### src/rtl/rp_seq_pkg.sv
package rp_seq_pkg;
  typedef enum logic [2:0] {
    S_IDLE = 3'd0,
    S_CFG  = 3'd1,
    S_HOLD = 3'd2,
    S_POLL = 3'd3,
    S_WAIT = 3'd4
  } seq_state_t;

  localparam logic [23:0] CLASS_P2P_BRIDGE = 24'h060400;
  localparam logic [4:0]  LTSSM_LAST_CODE  = 5'h1A;
  localparam int          RST_LINES        = 4;
  localparam int          INTX_LINES       = 4;

  localparam int REL_MAC   = 0;
  localparam int REL_PHY   = 1;
  localparam int REL_BRG   = 2;
  localparam int REL_PERST = 3;
endpackage

### src/rtl/rp_dn_timer.sv
module rp_dn_timer #(
  parameter int W = 8
) (
  input  logic         clk,
  input  logic         rst_n,
  input  logic         load_i,
  input  logic [W-1:0] load_val_i,
  input  logic         tick_i,
  output logic         zero_o
);
  logic [W-1:0] cnt_q;
  logic [W-1:0] cnt_d;
  logic         cnt_en;

  always_comb begin
    cnt_en = 1'b0;
    cnt_d  = cnt_q;
    if (load_i) begin
      cnt_en = 1'b1;
      cnt_d  = load_val_i;
    end else if (tick_i && (cnt_q != '0)) begin
      cnt_en = 1'b1;
      cnt_d  = cnt_q - 1'b1;
    end
  end

  always_ff @(posedge clk or negedge rst_n) begin
    if (!rst_n) cnt_q <= '0;
    else if (cnt_en) cnt_q <= cnt_d;
  end

  assign zero_o = (cnt_q == '0);


  no_tick_hold_chk: assert property (@(posedge clk) disable iff (!rst_n)
    (!load_i && !tick_i) |=> $stable(cnt_q));
endmodule

### src/rtl/rp_cfg_regs.sv
module rp_cfg_regs
  import rp_seq_pkg::*;
#(
  parameter logic [INTX_LINES-1:0] INTX_RST = '1
) (
  input  logic                  clk,
  input  logic                  rst_n,
  input  logic                  wr_i,
  input  logic [7:0]            rev_id_i,
  output logic                  rc_mode_o,
  output logic [31:0]           id_word_o,
  output logic [INTX_LINES-1:0] intx_en_o
);
  logic                  rc_q;
  logic [23:0]           class_q;
  logic [INTX_LINES-1:0] intx_q;

  always_ff @(posedge clk or negedge rst_n) begin
    if (!rst_n) begin
      rc_q    <= 1'b0;
      class_q <= '0;
      intx_q  <= INTX_RST;
    end else if (wr_i) begin
      rc_q    <= 1'b1;
      class_q <= CLASS_P2P_BRIDGE;
      intx_q  <= '0;
    end
  end

  assign rc_mode_o = rc_q;
  assign id_word_o = {class_q, rev_id_i};
  assign intx_en_o = intx_q;


  cfg_write_chk: assert property (@(posedge clk) disable iff (!rst_n)
    wr_i |=> (rc_mode_o && (intx_en_o == '0)));
endmodule

### src/rtl/rp_seq_fsm.sv
module rp_seq_fsm
  import rp_seq_pkg::*;
#(
  parameter int HOLD_US  = 100000,
  parameter int POLL_MAX = 100,
  parameter int POLL_US  = 1000,
  parameter int EW       = 32,
  parameter int TW       = 17,
  parameter int PCW      = 7
) (
  input  logic                 clk,
  input  logic                 rst_n,
  input  logic                 start_i,
  input  logic [EW-1:0]        elapsed_us_i,
  input  logic                 link_up_i,
  input  logic [4:0]           ltssm_i,
  input  logic                 tmr_zero_i,
  output logic                 tmr_load_o,
  output logic [TW-1:0]        tmr_val_o,
  output logic                 cfg_wr_o,
  output logic [RST_LINES-1:0] rst_rel_o,
  output logic                 done_o,
  output logic                 fail_o,
  output logic [PCW-1:0]       polls_o,
  output logic [4:0]           ltssm_o,
  output logic                 ltssm_unknown_o
);
  localparam logic [EW:0]    HOLD_EXT  = (EW+1)'(HOLD_US);
  localparam logic [PCW-1:0] POLL_LAST = PCW'(POLL_MAX);
  localparam logic [TW-1:0]  POLL_GAP  = TW'(POLL_US);

  seq_state_t           state_q, state_d;
  logic [EW-1:0]        elapsed_q, elapsed_d;
  logic [RST_LINES-1:0] rel_q, rel_d;
  logic                 done_q, done_d;
  logic                 fail_q, fail_d;
  logic [PCW-1:0]       polls_q, polls_d;
  logic [4:0]           ltssm_q, ltssm_d;
  logic                 unk_q, unk_d;
  logic [EW:0]          remain;
  logic [PCW-1:0]       polls_inc;

  // Hold still owed, with credit for elapsed time
  always_comb begin
    if (elapsed_q == '0) remain = HOLD_EXT;
    else if ({1'b0, elapsed_q} >= HOLD_EXT) remain = '0;
    else remain = HOLD_EXT - {1'b0, elapsed_q};
  end

  assign polls_inc = polls_q + 1'b1;

  always_comb begin
    state_d    = state_q;
    elapsed_d  = elapsed_q;
    rel_d      = rel_q;
    done_d     = done_q;
    fail_d     = fail_q;
    polls_d    = polls_q;
    ltssm_d    = ltssm_q;
    unk_d      = unk_q;
    tmr_load_o = 1'b0;
    tmr_val_o  = '0;
    cfg_wr_o   = 1'b0;
    unique case (state_q)
      S_IDLE: begin
        if (start_i) begin
          state_d   = S_CFG;
          elapsed_d = elapsed_us_i;
          done_d    = 1'b0;
          fail_d    = 1'b0;
          polls_d   = '0;
          ltssm_d   = '0;
          unk_d     = 1'b0;
        end
      end
      S_CFG: begin
        cfg_wr_o   = 1'b1;
        tmr_load_o = 1'b1;
        tmr_val_o  = TW'(remain);
        if (elapsed_q == '0) rel_d = '0;
        state_d = S_HOLD;
      end
      S_HOLD: begin
        if (tmr_zero_i) begin
          rel_d   = '1;
          state_d = S_POLL;
        end
      end
      S_POLL: begin
        polls_d = polls_inc;
        if (link_up_i) begin
          done_d  = 1'b1;
          state_d = S_IDLE;
        end else if (polls_inc == POLL_LAST) begin
          fail_d  = 1'b1;
          ltssm_d = ltssm_i;
          unk_d   = (ltssm_i > LTSSM_LAST_CODE);
          state_d = S_IDLE;
        end else begin
          tmr_load_o = 1'b1;
          tmr_val_o  = POLL_GAP;
          state_d    = S_WAIT;
        end
      end
      S_WAIT: begin
        if (tmr_zero_i) state_d = S_POLL;
      end
      default: state_d = S_IDLE;
    endcase
  end

  always_ff @(posedge clk or negedge rst_n) begin
    if (!rst_n) begin
      state_q   <= S_IDLE;
      elapsed_q <= '0;
      rel_q     <= '0;
      done_q    <= 1'b0;
      fail_q    <= 1'b0;
      polls_q   <= '0;
      ltssm_q   <= '0;
      unk_q     <= 1'b0;
    end else begin
      state_q   <= state_d;
      elapsed_q <= elapsed_d;
      rel_q     <= rel_d;
      done_q    <= done_d;
      fail_q    <= fail_d;
      polls_q   <= polls_d;
      ltssm_q   <= ltssm_d;
      unk_q     <= unk_d;
    end
  end

  assign rst_rel_o       = rel_q;
  assign done_o          = done_q;
  assign fail_o          = fail_q;
  assign polls_o         = polls_q;
  assign ltssm_o         = ltssm_q;
  assign ltssm_unknown_o = unk_q;


  one_outcome_chk: assert property (@(posedge clk) disable iff (!rst_n)
    !(done_q && fail_q));


  poll_bound_chk: assert property (@(posedge clk) disable iff (!rst_n)
    polls_q <= POLL_LAST);


  fail_count_chk: assert property (@(posedge clk) disable iff (!rst_n)
    $rose(fail_q) |-> (polls_q == POLL_LAST));


  busy_start_chk: assert property (@(posedge clk) disable iff (!rst_n)
    (start_i && (state_q inside {S_CFG, S_HOLD, S_WAIT})) |=> (state_q != S_IDLE));


  done_poll_chk: assert property (@(posedge clk) disable iff (!rst_n)
    $rose(done_q) |-> (polls_q != '0));
endmodule

### src/rtl/rp_bringup_seq.sv
module rp_bringup_seq
  import rp_seq_pkg::*;
#(
  parameter int                    HOLD_US  = 100000,
  parameter int                    POLL_MAX = 100,
  parameter int                    POLL_US  = 1000,
  parameter int                    EW       = 32,
  parameter logic [INTX_LINES-1:0] INTX_RST = '1,
  localparam int                   TMAX     = (HOLD_US > POLL_US) ? HOLD_US : POLL_US,
  localparam int                   TW       = $clog2(TMAX + 1),
  localparam int                   PCW      = $clog2(POLL_MAX + 1)
) (
  input  logic                  clk,
  input  logic                  rst_n,
  input  logic                  start_i,
  input  logic                  us_tick_i,
  input  logic [EW-1:0]         elapsed_us_i,
  input  logic                  link_up_i,
  input  logic [4:0]            ltssm_i,
  input  logic [7:0]            rev_id_i,
  output logic                  rc_mode_o,
  output logic [31:0]           id_word_o,
  output logic [INTX_LINES-1:0] intx_en_o,
  output logic [RST_LINES-1:0]  rst_rel_o,
  output logic                  done_o,
  output logic                  fail_o,
  output logic [PCW-1:0]        polls_o,
  output logic [4:0]            ltssm_o,
  output logic                  ltssm_unknown_o
);
  logic          tmr_load;
  logic [TW-1:0] tmr_val;
  logic          tmr_zero;
  logic          cfg_wr;

  rp_dn_timer #(.W(TW)) u_timer (
    .clk        (clk),
    .rst_n      (rst_n),
    .load_i     (tmr_load),
    .load_val_i (tmr_val),
    .tick_i     (us_tick_i),
    .zero_o     (tmr_zero)
  );

  rp_cfg_regs #(.INTX_RST(INTX_RST)) u_cfg (
    .clk       (clk),
    .rst_n     (rst_n),
    .wr_i      (cfg_wr),
    .rev_id_i  (rev_id_i),
    .rc_mode_o (rc_mode_o),
    .id_word_o (id_word_o),
    .intx_en_o (intx_en_o)
  );

  rp_seq_fsm #(
    .HOLD_US  (HOLD_US),
    .POLL_MAX (POLL_MAX),
    .POLL_US  (POLL_US),
    .EW       (EW),
    .TW       (TW),
    .PCW      (PCW)
  ) u_fsm (
    .clk             (clk),
    .rst_n           (rst_n),
    .start_i         (start_i),
    .elapsed_us_i    (elapsed_us_i),
    .link_up_i       (link_up_i),
    .ltssm_i         (ltssm_i),
    .tmr_zero_i      (tmr_zero),
    .tmr_load_o      (tmr_load),
    .tmr_val_o       (tmr_val),
    .cfg_wr_o        (cfg_wr),
    .rst_rel_o       (rst_rel_o),
    .done_o          (done_o),
    .fail_o          (fail_o),
    .polls_o         (polls_o),
    .ltssm_o         (ltssm_o),
    .ltssm_unknown_o (ltssm_unknown_o)
  );


  cfg_before_release_chk: assert property (@(posedge clk) disable iff (!rst_n)
    $rose(rst_rel_o[REL_PERST]) |->
      (rc_mode_o && (intx_en_o == '0) && (id_word_o[31:8] == CLASS_P2P_BRIDGE)));


  release_together_chk: assert property (@(posedge clk) disable iff (!rst_n)
    (rst_rel_o[REL_MAC] == rst_rel_o[REL_PHY]) &&
    (rst_rel_o[REL_BRG] == rst_rel_o[REL_PERST]) &&
    (rst_rel_o[REL_MAC] == rst_rel_o[REL_PERST]));
endmodule

### config.mk
export PLATFORM = sky130hd
export DESIGN_NAME = rp_bringup_seq
export DESIGN_NICKNAME = d
export VERILOG_FILES = /design/src/rtl/rp_seq_pkg.sv /design/src/rtl/rp_dn_timer.sv /design/src/rtl/rp_cfg_regs.sv /design/src/rtl/rp_seq_fsm.sv /design/src/rtl/rp_bringup_seq.sv
export SDC_FILE = /design/constraint.sdc
export NUM_CORES = 1
export LEC_CHECK = 0
export CORE_UTILIZATION = 49
export DETAILED_ROUTE_END_ITERATION = 6
export GPL_TIMING_DRIVEN = 0
export MAX_ROUTING_LAYER = met4
export PLACE_DENSITY = 0.88
export SLEW_MARGIN = 20
export SYNTH_ARGS = -nofsm -noshare
export SYNTH_HDL_FRONTEND = slang
export SYNTH_SLANG_ARGS = --single-unit
### constraint.sdc
create_clock -name clk -period 2.5 [get_ports clk]
set_clock_uncertainty 0.15 [all_clocks]
set_input_delay 0.5 -clock clk [delete_from_list [all_inputs] [get_ports clk]]
set_output_delay 0.5 -clock clk [all_outputs]
set_load 0.02 [all_outputs]
==> run summary, run 1 <==
The flow ran to the end, and the final reports show no timing, DRC or antenna violations. The worst-margin pin slew came out at 0.527 ns. The maximum number of pins on one net before global-route repair came out at 52. In the routed layout, each cell is associated on average with a via count of 5.55. The number of buffers on the longest clock path came out at 2.

The average wire length per cell after detail routing is 15.7 um. The initial DRC count came out at 338. STA classifies the critical path startpoint as a flip-flop.

Along the worst path, the maximum fanout reaches 10. For this run, the register share of the synthesized area comes to 0.428. In this run the static leakage power is 2.29 nW. The worst hold path belongs to the class reg2reg. The relative contribution of sequential cells to total power is 0.353. The count of synthesis-stage warnings from yosys came out at 0. The data arrival time of the worst path came out at 2.53 ns. Global routing finished with a remaining overflow of 0.

The count of flip-flops with a built-in enable after synthesis is 0. For the worst setup path, the data required time is 2.60 ns. The mean instance size in the synthesized netlist is 9.92 sq um. The initial antenna violation count came to 0. On the final layout, the worst hold slack is 0.350 ns. On the worst path, the slowest cell contributes a delay of 0.39 ns. The number of buffers created by CTS is 9.

The peak clock frequency supported by timing is 411 MHz. The initial utilization of the core area, before any placement, comes to 0.517. The sum of internal, switching and leakage power is 5.54 mW. In the final layout, the share of cells above drive strength 1 is 0.257. The worst register-to-register path has a setup slack of 0.07 ns.

The via count of the first global-routing pass came to 3388. The first-pass iteration count of the detailed router came out at 5. The clock power share came out at 0.165. TritonCTS built the clock tree. The number of distinct library cells after synthesis came out at 68. The internal portion of the total power is 3.30 mW.

In this design, the largest share of critical-path delay is due to simple AND/OR/NAND/NOR gates. The cell taking the most area after synthesis is sky130_fd_sc_hd__dfrtp_1. The global-route usage over all layers came out at 0.247. The total power divided by cell area is 1020 nW/um^2. The number of nets at the end of the flow is 581. The horizontal die dimension is 93.5 um. The worst setup path is captured at a flip-flop.

After synthesis, the cell types taking the most area are sky130_fd_sc_hd__dfrtp_1, sky130_fd_sc_hd__mux2_2, sky130_fd_sc_hd__buf_4, sky130_fd_sc_hd__nor2_1, sky130_fd_sc_hd__o21ai_0. The critical path goes through inv_1, ha_4, nor4b_4, nand4_4, o31ai_4, and2_4, buf_6, a21oi_1, a31o_2. The global placer's final weighted congestion is 0.878. The placed wire-length estimate after detailed placement came out at 6960 um.

The worst setup path is of the reg2reg kind. The cell sitting at the root of the clock tree is a sky130_fd_sc_hd__clkbuf_8. The largest individual stage delay along the critical path comes from the cell sky130_fd_sc_hd__dfrtp_1. The clock latency of the later-clocked register in the worst-skew pair came out at 0.37 ns.

The synthesized area came out at 4100 sq um. Measured against its own limit, the worst slew margin works out to 0.646. The number of buffer cells added on primary ports came out at 76. The hold violation count in the final report is 0. The async set-or-reset flop fraction in the synthesized netlist is 1.00. The clock sink count came out at 70. Synthesis handed over a netlist of 413 instances.

The first global-routing pass estimated 16200 um of wire. IR analysis of the VDD net gives a maximum drop of 0.644 mV. Clock-pin slew was measured on the worst setup and hold paths at 0.09 ns. The period utilization is 0.973.

The area added between synthesis and finish is 32.9%. The vertical die dimension came out at 93.5 um. The boundary pin count is 106. The library cell used most frequently in the layout, excluding fill and tap cells, is sky130_fd_sc_hd__clkdlybuf4s50_1.

The number of routed nets with antenna violations came out at 0. The H-tree depth came out at 3. The count of vias placed by the detailed router is 3524. Setup violations remaining at the end of the flow were counted as 0. The core box area came out at 7930 sq um.

Among all flip-flop cells after synthesis, the most frequent one is sky130_fd_sc_hd__dfrtp_1. Of the post-synthesis cell area, the dominant cell type holds 0.421. The final critical path time including I/O delays and setup is 2.43 ns. The net load switching power came out at 2.25 mW. In this run the core area contains 32 standard-cell rows.

The routed wire length is 9960 um. The number of remaining DRC errors came out at 0. The number of max-capacitance violations reported came out at 0.

The sum of buffers and inverters on the critical path is 2. The floorplan step defined a die boundary enclosing 8730 sq um. Of the total power, combinational logic draws 0.482.

The synthesized flop and latch total is 70. In the layout the commonest cells are sky130_fd_sc_hd__clkdlybuf4s50_1, sky130_fd_sc_hd__dfrtp_1, sky130_fd_sc_hd__buf_4. The share of total power consumed by net switching is 0.405. The number of pins exceeding their max-slew limit in the final report is 0. The final antenna diode count came out at 0.
-- flip-flops by register name (all words and copies together), names as in the netlist --
signal	count
u_fsm.done_o	1
u_fsm.fail_o	1
u_cfg.intx_en_o	1
u_fsm.ltssm_o	5
u_fsm.polls_o	7
u_timer.cnt_q	17
u_fsm.elapsed_q	32
u_cfg.rc_mode_o	1
u_fsm.state_q	3
u_fsm.rst_rel_o	1
u_fsm.ltssm_unknown_o	1
-- per-stage QoR --
step,instances,cell area [sq um],setup slack [ns],utilization,TNS [ns]
finish,635,5450,0.0686,0.687,0
global route,635,5450,-0.0693,0.687,-0.140
CTS,631,5340,0.00302,0.674,0
detailed placement,612,5090,-0.272,0.642,-2.18
global placement,611,5060,-1.51,0.639,-106.20
floorplan,433,4170,0.225,-,0
-- power by group through the flow --
stage	Sequential [mW]	Combinational (mW)	Clock [mW]
3_5_place_dp	1.95	2.51	0
2_1_floorplan	1.93	1.80	0
4_1_cts	1.94	2.58	0.917
5_1_grt	2.01	2.90	0.968
3_3_place_gp	1.91	2.40	0
6_report	1.96	2.67	0.913
-- routing by layer --
| metal | track usage | share of wire | wire length [um] | vias to the layer above |
|---|---|---|---|---|
| met4 | 0.119 | 0.027 | 265 | 0 |
| met1 | 0.300 | 0.42 | 4130 | 1677 |
| met5 | - | 0 | 0 | - |
| met3 | 0.0350 | 0.055 | 546 | 27 |
| met2 | 0.405 | 0.50 | 5010 | 165 |
| li1 | - | - | - | 1655 |
-- synth_stat cells (8+ instances only) --
library cell / n
sky130_fd_sc_hd__a21oi_1: 19
sky130_fd_sc_hd__buf_4: 38
sky130_fd_sc_hd__dfrtp_1: 69
sky130_fd_sc_hd__inv_1: 17
sky130_fd_sc_hd__mux2_2: 32
sky130_fd_sc_hd__nand2_1: 25
sky130_fd_sc_hd__nand3_1: 17
sky130_fd_sc_hd__nor2_1: 34
sky130_fd_sc_hd__nor3_1: 10
sky130_fd_sc_hd__o21ai_0: 25
sky130_fd_sc_hd__xnor2_1: 10
sky130_fd_sc_hd__xor2_1: 8
-- what timing repair did --
item                                    4_1_cts  5_1_grt
endpoints found under the setup margin       19       16
hold buffers                                  1        0
cloned                                        0        0
setup buffers                                 2        4
endpoints found under the hold margin        19        0
gates resized for setup                       6       15
pin swaps                                     1        3
-- cell type report --
class                   instances  area [sq um]
clock buffers                  12           165
inverters                      17          63.8
flip-flops and latches         70          1750
well taps                     102           128
plain buffers                  55           422
multi-input cells             291          2050
repair buffers                 84           841
fillers                       574          2480
clock inverters                 4          28.8
-- final timing paths --
kind	startpoint	endpoint	cells past startpoint
max in group asynchronous	rst_n	u_cfg.intx_en_o[2]	3
min in group asynchronous	rst_n	u_fsm.elapsed_q[27]	2
worst min register to register	u_fsm.done_o	u_fsm.done_o	2
worst min-delay path	u_fsm.done_o	u_fsm.done_o	2
worst max register to register	u_timer.cnt_q[1]	u_timer.cnt_q[15]	9
worst max-delay path	u_timer.cnt_q[1]	u_timer.cnt_q[15]	9
-- worst register-to-register path, cell delays in order (launching register included) --
cell                      delay (ns)
sky130_fd_sc_hd__dfrtp_1        0.39
sky130_fd_sc_hd__inv_1          0.11
sky130_fd_sc_hd__ha_4           0.17
sky130_fd_sc_hd__nor4b_4        0.31
sky130_fd_sc_hd__nand4_4        0.18
sky130_fd_sc_hd__o31ai_4        0.38
sky130_fd_sc_hd__and2_4         0.21
sky130_fd_sc_hd__buf_6          0.15
sky130_fd_sc_hd__a21oi_1        0.06
sky130_fd_sc_hd__a31o_2         0.22
-- cells by family after synthesis --
kind of cell | Yosys count | synth area share
AOI/OAI and AO/OA | 91 | 0.153
xor gates and xnor gates | 18 | 0.0385
DFF | 70 | 0.428
other | 1 | 0.000915
muxes | 32 | 0.0879
and+or+nand+nor | 126 | 0.165
buffers and inverters | 72 | 0.118
adders and majority gates | 3 | 0.00916
No activity file was read; power rests on OpenSTA's default activity.
==> inputs of run 2 (changes only) <==
- SKIP_LAST_GASP: not set -> 1
- clock period: 2.5 -> 2.7 ns (I/O delays scaled with it)
==> run summary, run 2 (synthesis gave the netlist of run 1 again) <==
Status: finished clean (unchanged). The wire length of the first global-routing pass is 16100 um (was 16200 um). The critical setup path kind is reg2reg (unchanged). The number of inserted filler cells in the final layout is 587 (was 574). The number of routed nets with antenna violations is 0 (unchanged). The number of core rows came to 32 (unchanged). The clock-pin slew reported for the worst setup and hold paths after clock tree synthesis came out at 0.08 ns (was 0.09 ns). The sum of buffers and inverters on the critical path came out at 2 (unchanged). The multi-input logic area came out at 1980 sq um (was 2050 sq um). The number of nets at the end of the flow came out at 578 (was 581).

The floorplan die area was 8730 sq um (unchanged). The register name with the most flops is u_fsm.elapsed_q (unchanged). The data arrival time of the worst path is 2.67 ns (was 2.53 ns). The maximum number of pins on one net before global-route repair came out at 52 (unchanged). The hold violation count in the final report came to 0 (unchanged).

The cell class contributing the biggest share of worst-path delay is simple AND/OR/NAND/NOR gates (unchanged). Crit path cell chain: inv_1, ha_1, nor4b_4, nand4_4, o31ai_4, and2_2, buf_6, a21oi_1, a31o_2 (was inv_1, ha_4, nor4b_4, nand4_4, o31ai_4, and2_4, buf_6, a21oi_1, a31o_2). The leakage dissipation was 2.27 nW (was 2.29 nW). The boundary pin count came out at 106 (unchanged). The amount of wire on met2 after detailed routing is 4970 um (was 5010 um). The core box area is 7930 sq um (unchanged).

The global placer's final weighted congestion came out at 0.878 (unchanged). The placed wire-length estimate after detailed placement came out at 6960 um (unchanged). The setup slack at placement came out at -0.0766 ns (was -0.272 ns). The worst min-delay path category is reg2reg (unchanged). The commonest non-fill, non-tap cell in the layout was sky130_fd_sc_hd__clkdlybuf4s50_1 (unchanged). The initial standard-cell utilization of the core is 0.517 (unchanged). The number of buffers on the longest clock path is 2 (unchanged). The worst path setup slack after routing came to 0.122 ns (was 0.0686 ns). The vertical die dimension was 93.5 um (unchanged).

The number of pins exceeding their max-slew limit in the final report came out at 0 (unchanged). The horizontal die dimension came out at 93.5 um (unchanged). The routed wire length came out at 9830 um (was 9960 um).

The register cell area after layout is 1750 sq um (unchanged). The via count normalized by instance count is 5.63 (was 5.55). The type of destination of the critical path was a flip-flop (unchanged). The peak clock frequency supported by timing is 388 MHz (was 411 MHz). The cell with the biggest individual delay on the critical path is sky130_fd_sc_hd__dfrtp_1 (unchanged). The maximum VDD drop is 0.591 mV (was 0.644 mV). The length of routed wiring on met1 came to 4080 um (was 4130 um). The clock latency of the later-clocked register in the worst-skew pair came out at 0.36 ns (was 0.37 ns).

The average wire length per cell after detail routing came to 15.6 um (was 15.7 um). The global-route usage over all layers came out at 0.246 (was 0.247). The met3 wire length came to 553 um (was 546 um). The library cell used as clock root buffer was sky130_fd_sc_hd__clkbuf_8 (unchanged). The share of cells above drive strength 1 came out at 0.236 (was 0.257). The via count of the first global-routing pass was 3351 (was 3388). The count of final setup violators came out at 0 (unchanged).

The worst-margin pin slew is 0.609 ns (was 0.527 ns). The count of vias placed by the detailed router came out at 3559 (was 3524). The largest fanout on the critical path came out at 10 (unchanged). The total negative slack is 0 ns (unchanged). The H-tree depth came out at 3 (unchanged). The flip-flop count of the largest register after layout is 32 (unchanged). The first-pass iteration count of the detailed router came out at 5 (unchanged). The clock sink count is 70 (unchanged).

The number of buffers created by CTS is 9 (unchanged). The total power divided by cell area is 948 nW/um^2 (was 1020 nW/um^2). The TritonCTS clock tree is yes (unchanged). Setup repair after global routing left no endpoint under its margin. The final critical path time including I/O delays and setup is 2.58 ns (was 2.43 ns). The number of remaining DRC errors was 0 (unchanged). The required time of the critical path came out at 2.79 ns (was 2.60 ns).

The critical path's largest stage delay came out at 0.39 ns (about the same). The number of max-capacitance violations reported is 0 (unchanged). The uppermost metal layer occupied by signal nets is met4 (unchanged). The max-slew headroom at the worst pin came out at 0.591 (was 0.646). The period utilization is 0.955 (was 0.973). The final antenna diode count was 0 (unchanged).

The sum of internal, switching and leakage power was 5.08 mW (was 5.54 mW). The critical path launch point type was a flip-flop (unchanged). The number of buffer cells added on primary ports came out at 76 (unchanged).

The initial DRC count came out at 332 (was 338). The initial antenna violation count came to 0 (unchanged). The area added between synthesis and finish came out at 30.8% (was 32.9%). Most used cells in the layout excluding fill and tap cells: sky130_fd_sc_hd__clkdlybuf4s50_1, sky130_fd_sc_hd__dfrtp_1, sky130_fd_sc_hd__buf_4 (unchanged).

The final global-route overflow total is 0 (unchanged).
-- run 2: metrics by stage --
stage | util | std cells | hold WS, ns | instance area, sq um
after detailed placement | 0.642 | 612 | 0.290 | 5090
final | 0.676 | 632 | 0.351 | 5360
after CTS | 0.669 | 629 | 0.352 | 5300
after floorplan | - | 433 | 0.0944 | 4170
after global placement | 0.639 | 611 | 0.322 | 5060
after global routing | 0.676 | 632 | 0.377 | 5360
-- run 2: worst register-to-register path, cell delays in order, from the launching register on --
cell                      delay [ns]
sky130_fd_sc_hd__dfrtp_1        0.39
sky130_fd_sc_hd__inv_1          0.10
sky130_fd_sc_hd__ha_1           0.27
sky130_fd_sc_hd__nor4b_4        0.37
sky130_fd_sc_hd__nand4_4        0.20
sky130_fd_sc_hd__o31ai_4        0.35
sky130_fd_sc_hd__and2_2         0.22
sky130_fd_sc_hd__buf_6          0.15
sky130_fd_sc_hd__a21oi_1        0.05
sky130_fd_sc_hd__a31o_2         0.22
-- run 2: power breakdown --
group | internal (mW) | switching (mW)
registers | 1.45 | 0.364
clock network | 0.411 | 0.432
logic | 1.17 | 1.26
total | 3.03 | 2.05
-- run 2: worst paths after layout --
check | cells past startpoint | from | end | slack (ns)
worst max-delay path | 9 | u_timer.cnt_q[0] | u_timer.cnt_q[15] | 0.12
worst min-delay path | 2 | u_fsm.done_o | u_fsm.done_o | 0.35
worst max register to register | 9 | u_timer.cnt_q[0] | u_timer.cnt_q[15] | 0.12
worst min register to register | 2 | u_fsm.done_o | u_fsm.done_o | 0.35
max in group asynchronous | 3 | rst_n | u_cfg.intx_en_o[2] | 1.33
min in group asynchronous | 2 | rst_n | u_fsm.elapsed_q[27] | 0.47
-- run 2: layer usage --
metal,GRT usage,vias to the layer above
li1,-,1654
met4,0.119,0
met3,0.0374,28
met1,0.299,1710
met5,-,-
met2,0.400,167
-- run 2: repair_timing --
item,in CTS,in global routing
endpoints found under the hold margin,19,0
buffers inserted,0,3
gates resized for setup,2,5
setup endpoints to repair,4,14
pin swaps,0,1
hold buffers,1,0
-- run 2: layout make-up --
class,instances,share of cell area
inverters,17,0.0119
well taps,102,0.0238
repair buffers,81,0.153
multi-input cells,291,0.370
clock inverters,4,0.00537
clock buffers,12,0.0308
flip-flops and latches,70,0.327
plain buffers,55,0.0782
==> inputs of run 3 (changes only) <==
- clock period: 2.7 -> 2.85 ns (I/O delays scaled with it)
==> run summary, run 3 (synthesis gave the netlist of run 1 again) <==
The number of nets at the end of the flow is 577 (was 578). The type of destination of the critical path is a flip-flop (unchanged). The maximum VDD drop came out at 0.550 mV (was 0.591 mV). The final critical path time including I/O delays and setup came out at 2.70 ns (was 2.58 ns). The global-route usage over all layers is 0.246 (about the same).

The horizontal die dimension was 93.5 um (unchanged). Status: finished clean (unchanged). The count of vias placed by the detailed router came out at 3566 (was 3559). The count of final setup violators came out at 0 (unchanged). The routed wire length is 9770 um (was 9830 um).

The worst-margin pin slew is 0.743 ns (was 0.609 ns). The worst path setup slack after routing is 0.152 ns (was 0.122 ns). The max-slew headroom at the worst pin came out at 0.505 (was 0.591). The source of the worst register-to-register timing path is u_timer.cnt_q[0] (unchanged). The number of core rows is 32 (unchanged). The initial DRC count is 414 (was 332). The required time of the critical path came out at 2.94 ns (was 2.79 ns). The maximum number of pins on one net before global-route repair is 52 (unchanged).

The critical path's largest stage delay is 0.42 ns (was 0.39 ns). The global placer's final weighted congestion is 0.878 (unchanged). The clock-pin slew reported for the worst setup and hold paths after clock tree synthesis is 0.08 ns (about the same). The number of buffer cells added on primary ports came out at 76 (unchanged).

The vertical die dimension was 93.5 um (unchanged). The total negative slack came out at 0 ns (unchanged). The area added between synthesis and finish came out at 29.8% (was 30.8%). The sum of buffers and inverters on the critical path is 2 (unchanged).

The setup slack at placement came to 0.0434 ns (was -0.0766 ns). The depth of the worst register-to-register path is 9 (unchanged). The data arrival time of the worst path is 2.79 ns (was 2.67 ns). The worst min-delay path startpoint is u_fsm.done_o (unchanged). The cell class contributing the biggest share of worst-path delay is simple AND/OR/NAND/NOR gates (unchanged).

The largest fanout on the critical path was 10 (unchanged). The number of max-capacitance violations reported is 0 (unchanged). The share of the core filled with cells came out at 0.671 (was 0.676). The critical register-to-register path endpoint is u_timer.cnt_q[15] (unchanged). The hold path endpoint is u_fsm.done_o (unchanged).

The cell with the biggest individual delay on the critical path is sky130_fd_sc_hd__o31ai_4 (was sky130_fd_sc_hd__dfrtp_1). The number of routed nets with antenna violations is 0 (unchanged). The critical setup path kind is reg2reg (unchanged). The number of buffers on the longest clock path is 2 (unchanged). The worst hold margin was 0.348 ns (was 0.351 ns). The wire length of the first global-routing pass was 16200 um (was 16100 um). The final antenna diode count is 0 (unchanged).

The peak clock frequency supported by timing was 371 MHz (was 388 MHz). The placed wire-length estimate after detailed placement is 6960 um (unchanged). The clock latency of the later-clocked register in the worst-skew pair is 0.36 ns (about the same).

The commonest non-fill, non-tap cell in the layout was sky130_fd_sc_hd__clkdlybuf4s50_1 (unchanged). The initial antenna violation count came to 0 (unchanged). The register name with the most flops is u_fsm.elapsed_q (unchanged). The via count normalized by instance count is 5.65 (was 5.63). The flip-flop count of the largest register after layout is 32 (unchanged). The H-tree depth is 3 (unchanged). The period utilization came to 0.947 (was 0.955). The slack of the worst reg-to-reg path is 0.15 ns (was 0.12 ns).

The boundary pin count is 106 (unchanged). The critical path launch point type is a flip-flop (unchanged). The clock sink count came out at 70 (unchanged). The number of remaining DRC errors came out at 0 (unchanged).

The number of cells traversed by the worst hold path was 2 (unchanged). The hold violation count in the final report is 0 (unchanged). The leakage dissipation is 2.27 nW (about the same). The average wire length per cell after detail routing is 15.5 um (was 15.6 um).

The library cell used as clock root buffer is sky130_fd_sc_hd__clkbuf_8 (unchanged). The number of buffers created by CTS came out at 9 (unchanged). Setup repair after global routing missed its margin: no (unchanged).

The first-pass iteration count of the detailed router came out at 6 (was 5). The via count of the first global-routing pass is 3348 (was 3351). The final global-route overflow total came out at 0 (unchanged). The initial standard-cell utilization of the core came out at 0.517 (unchanged). The TritonCTS clock tree was yes (unchanged). Most used cells in the layout excluding fill and tap cells: sky130_fd_sc_hd__clkdlybuf4s50_1, sky130_fd_sc_hd__dfrtp_1, sky130_fd_sc_hd__buf_4 (unchanged). The floorplan die area came out at 8730 sq um (unchanged). The worst min-delay path category is reg2reg (unchanged). The share of cells above drive strength 1 was 0.233 (was 0.236).

The number of pins exceeding their max-slew limit in the final report is 0 (unchanged). The total power divided by cell area is 897 nW/um^2 (was 948 nW/um^2). Crit path cell chain: inv_1, ha_1, nor4b_4, nand4_2, o31ai_4, and2_2, buf_6, a21oi_1, a31o_2 (was inv_1, ha_1, nor4b_4, nand4_4, o31ai_4, and2_2, buf_6, a21oi_1, a31o_2).

The core box area came out at 7930 sq um (unchanged).
-- run 3: final cells by class --
| type | count | area (sq um) |
|---|---|---|
| buffer | 55 | 419 |
| tap | 102 | 128 |
| clock buffer | 12 | 165 |
| clock inverter | 4 | 28.8 |
| multi-input combinational | 291 | 1950 |
| sequential | 70 | 1750 |
| timing repair buffer | 80 | 811 |
| inverter | 17 | 63.8 |
| fill | 592 | 2610 |
-- run 3: report_power, final --
part	switching [mW]	internal (mW)	total (mW)
logic	1.17	1.09	2.26
registers	0.336	1.37	1.71
clock network	0.414	0.389	0.803
-- run 3: routing by layer --
layer  share of wire  up-vias  global-route usage
met1            0.42     1691               0.302
met4           0.026        0               0.118
met2            0.50      190               0.401
met3           0.061       32              0.0358
met5               0        -                   -
li1                -     1653                   -
-- run 3: how the worst max path moves through the flow --
stage	from	end	slack [ns]	depth (start not counted)
2_1_floorplan	u_timer.cnt_q[0]	u_timer.cnt_q[15]	0.58	9
3_3_place_gp	rst_n	u_timer.cnt_q[10]	-1.23	1
3_5_place_dp	link_up_i	u_timer.cnt_q[10]	0.04	6
4_1_cts	u_fsm.elapsed_q[0]	u_timer.cnt_q[10]	0.03	8
5_1_grt	u_timer.cnt_q[0]	u_timer.cnt_q[15]	0.07	9
6_report	u_timer.cnt_q[0]	u_timer.cnt_q[15]	0.15	9
-- run 3: metrics by stage --
stage	total power [mW]	std cells	cell area, sq um
2_1_floorplan	3.27	433	4170
3_3_place_gp	3.78	611	5060
3_5_place_dp	3.91	612	5090
4_1_cts	4.73	629	5290
5_1_grt	5.06	631	5320
6_report	4.77	631	5320
-- run 3: timing repair --
item,CTS,global route
hold buffers,1,0
endpoints found under the setup margin,0,6
buffers inserted,0,2
endpoints found under the hold margin,19,0
gates resized for setup,0,3
-- run 3: tightest hold or removal path, cell delays in order (launching register included) --
cell	delay, ns
sky130_fd_sc_hd__dfrtp_1	0.34
sky130_fd_sc_hd__a21oi_1	0.05
sky130_fd_sc_hd__nor2_1	0.07
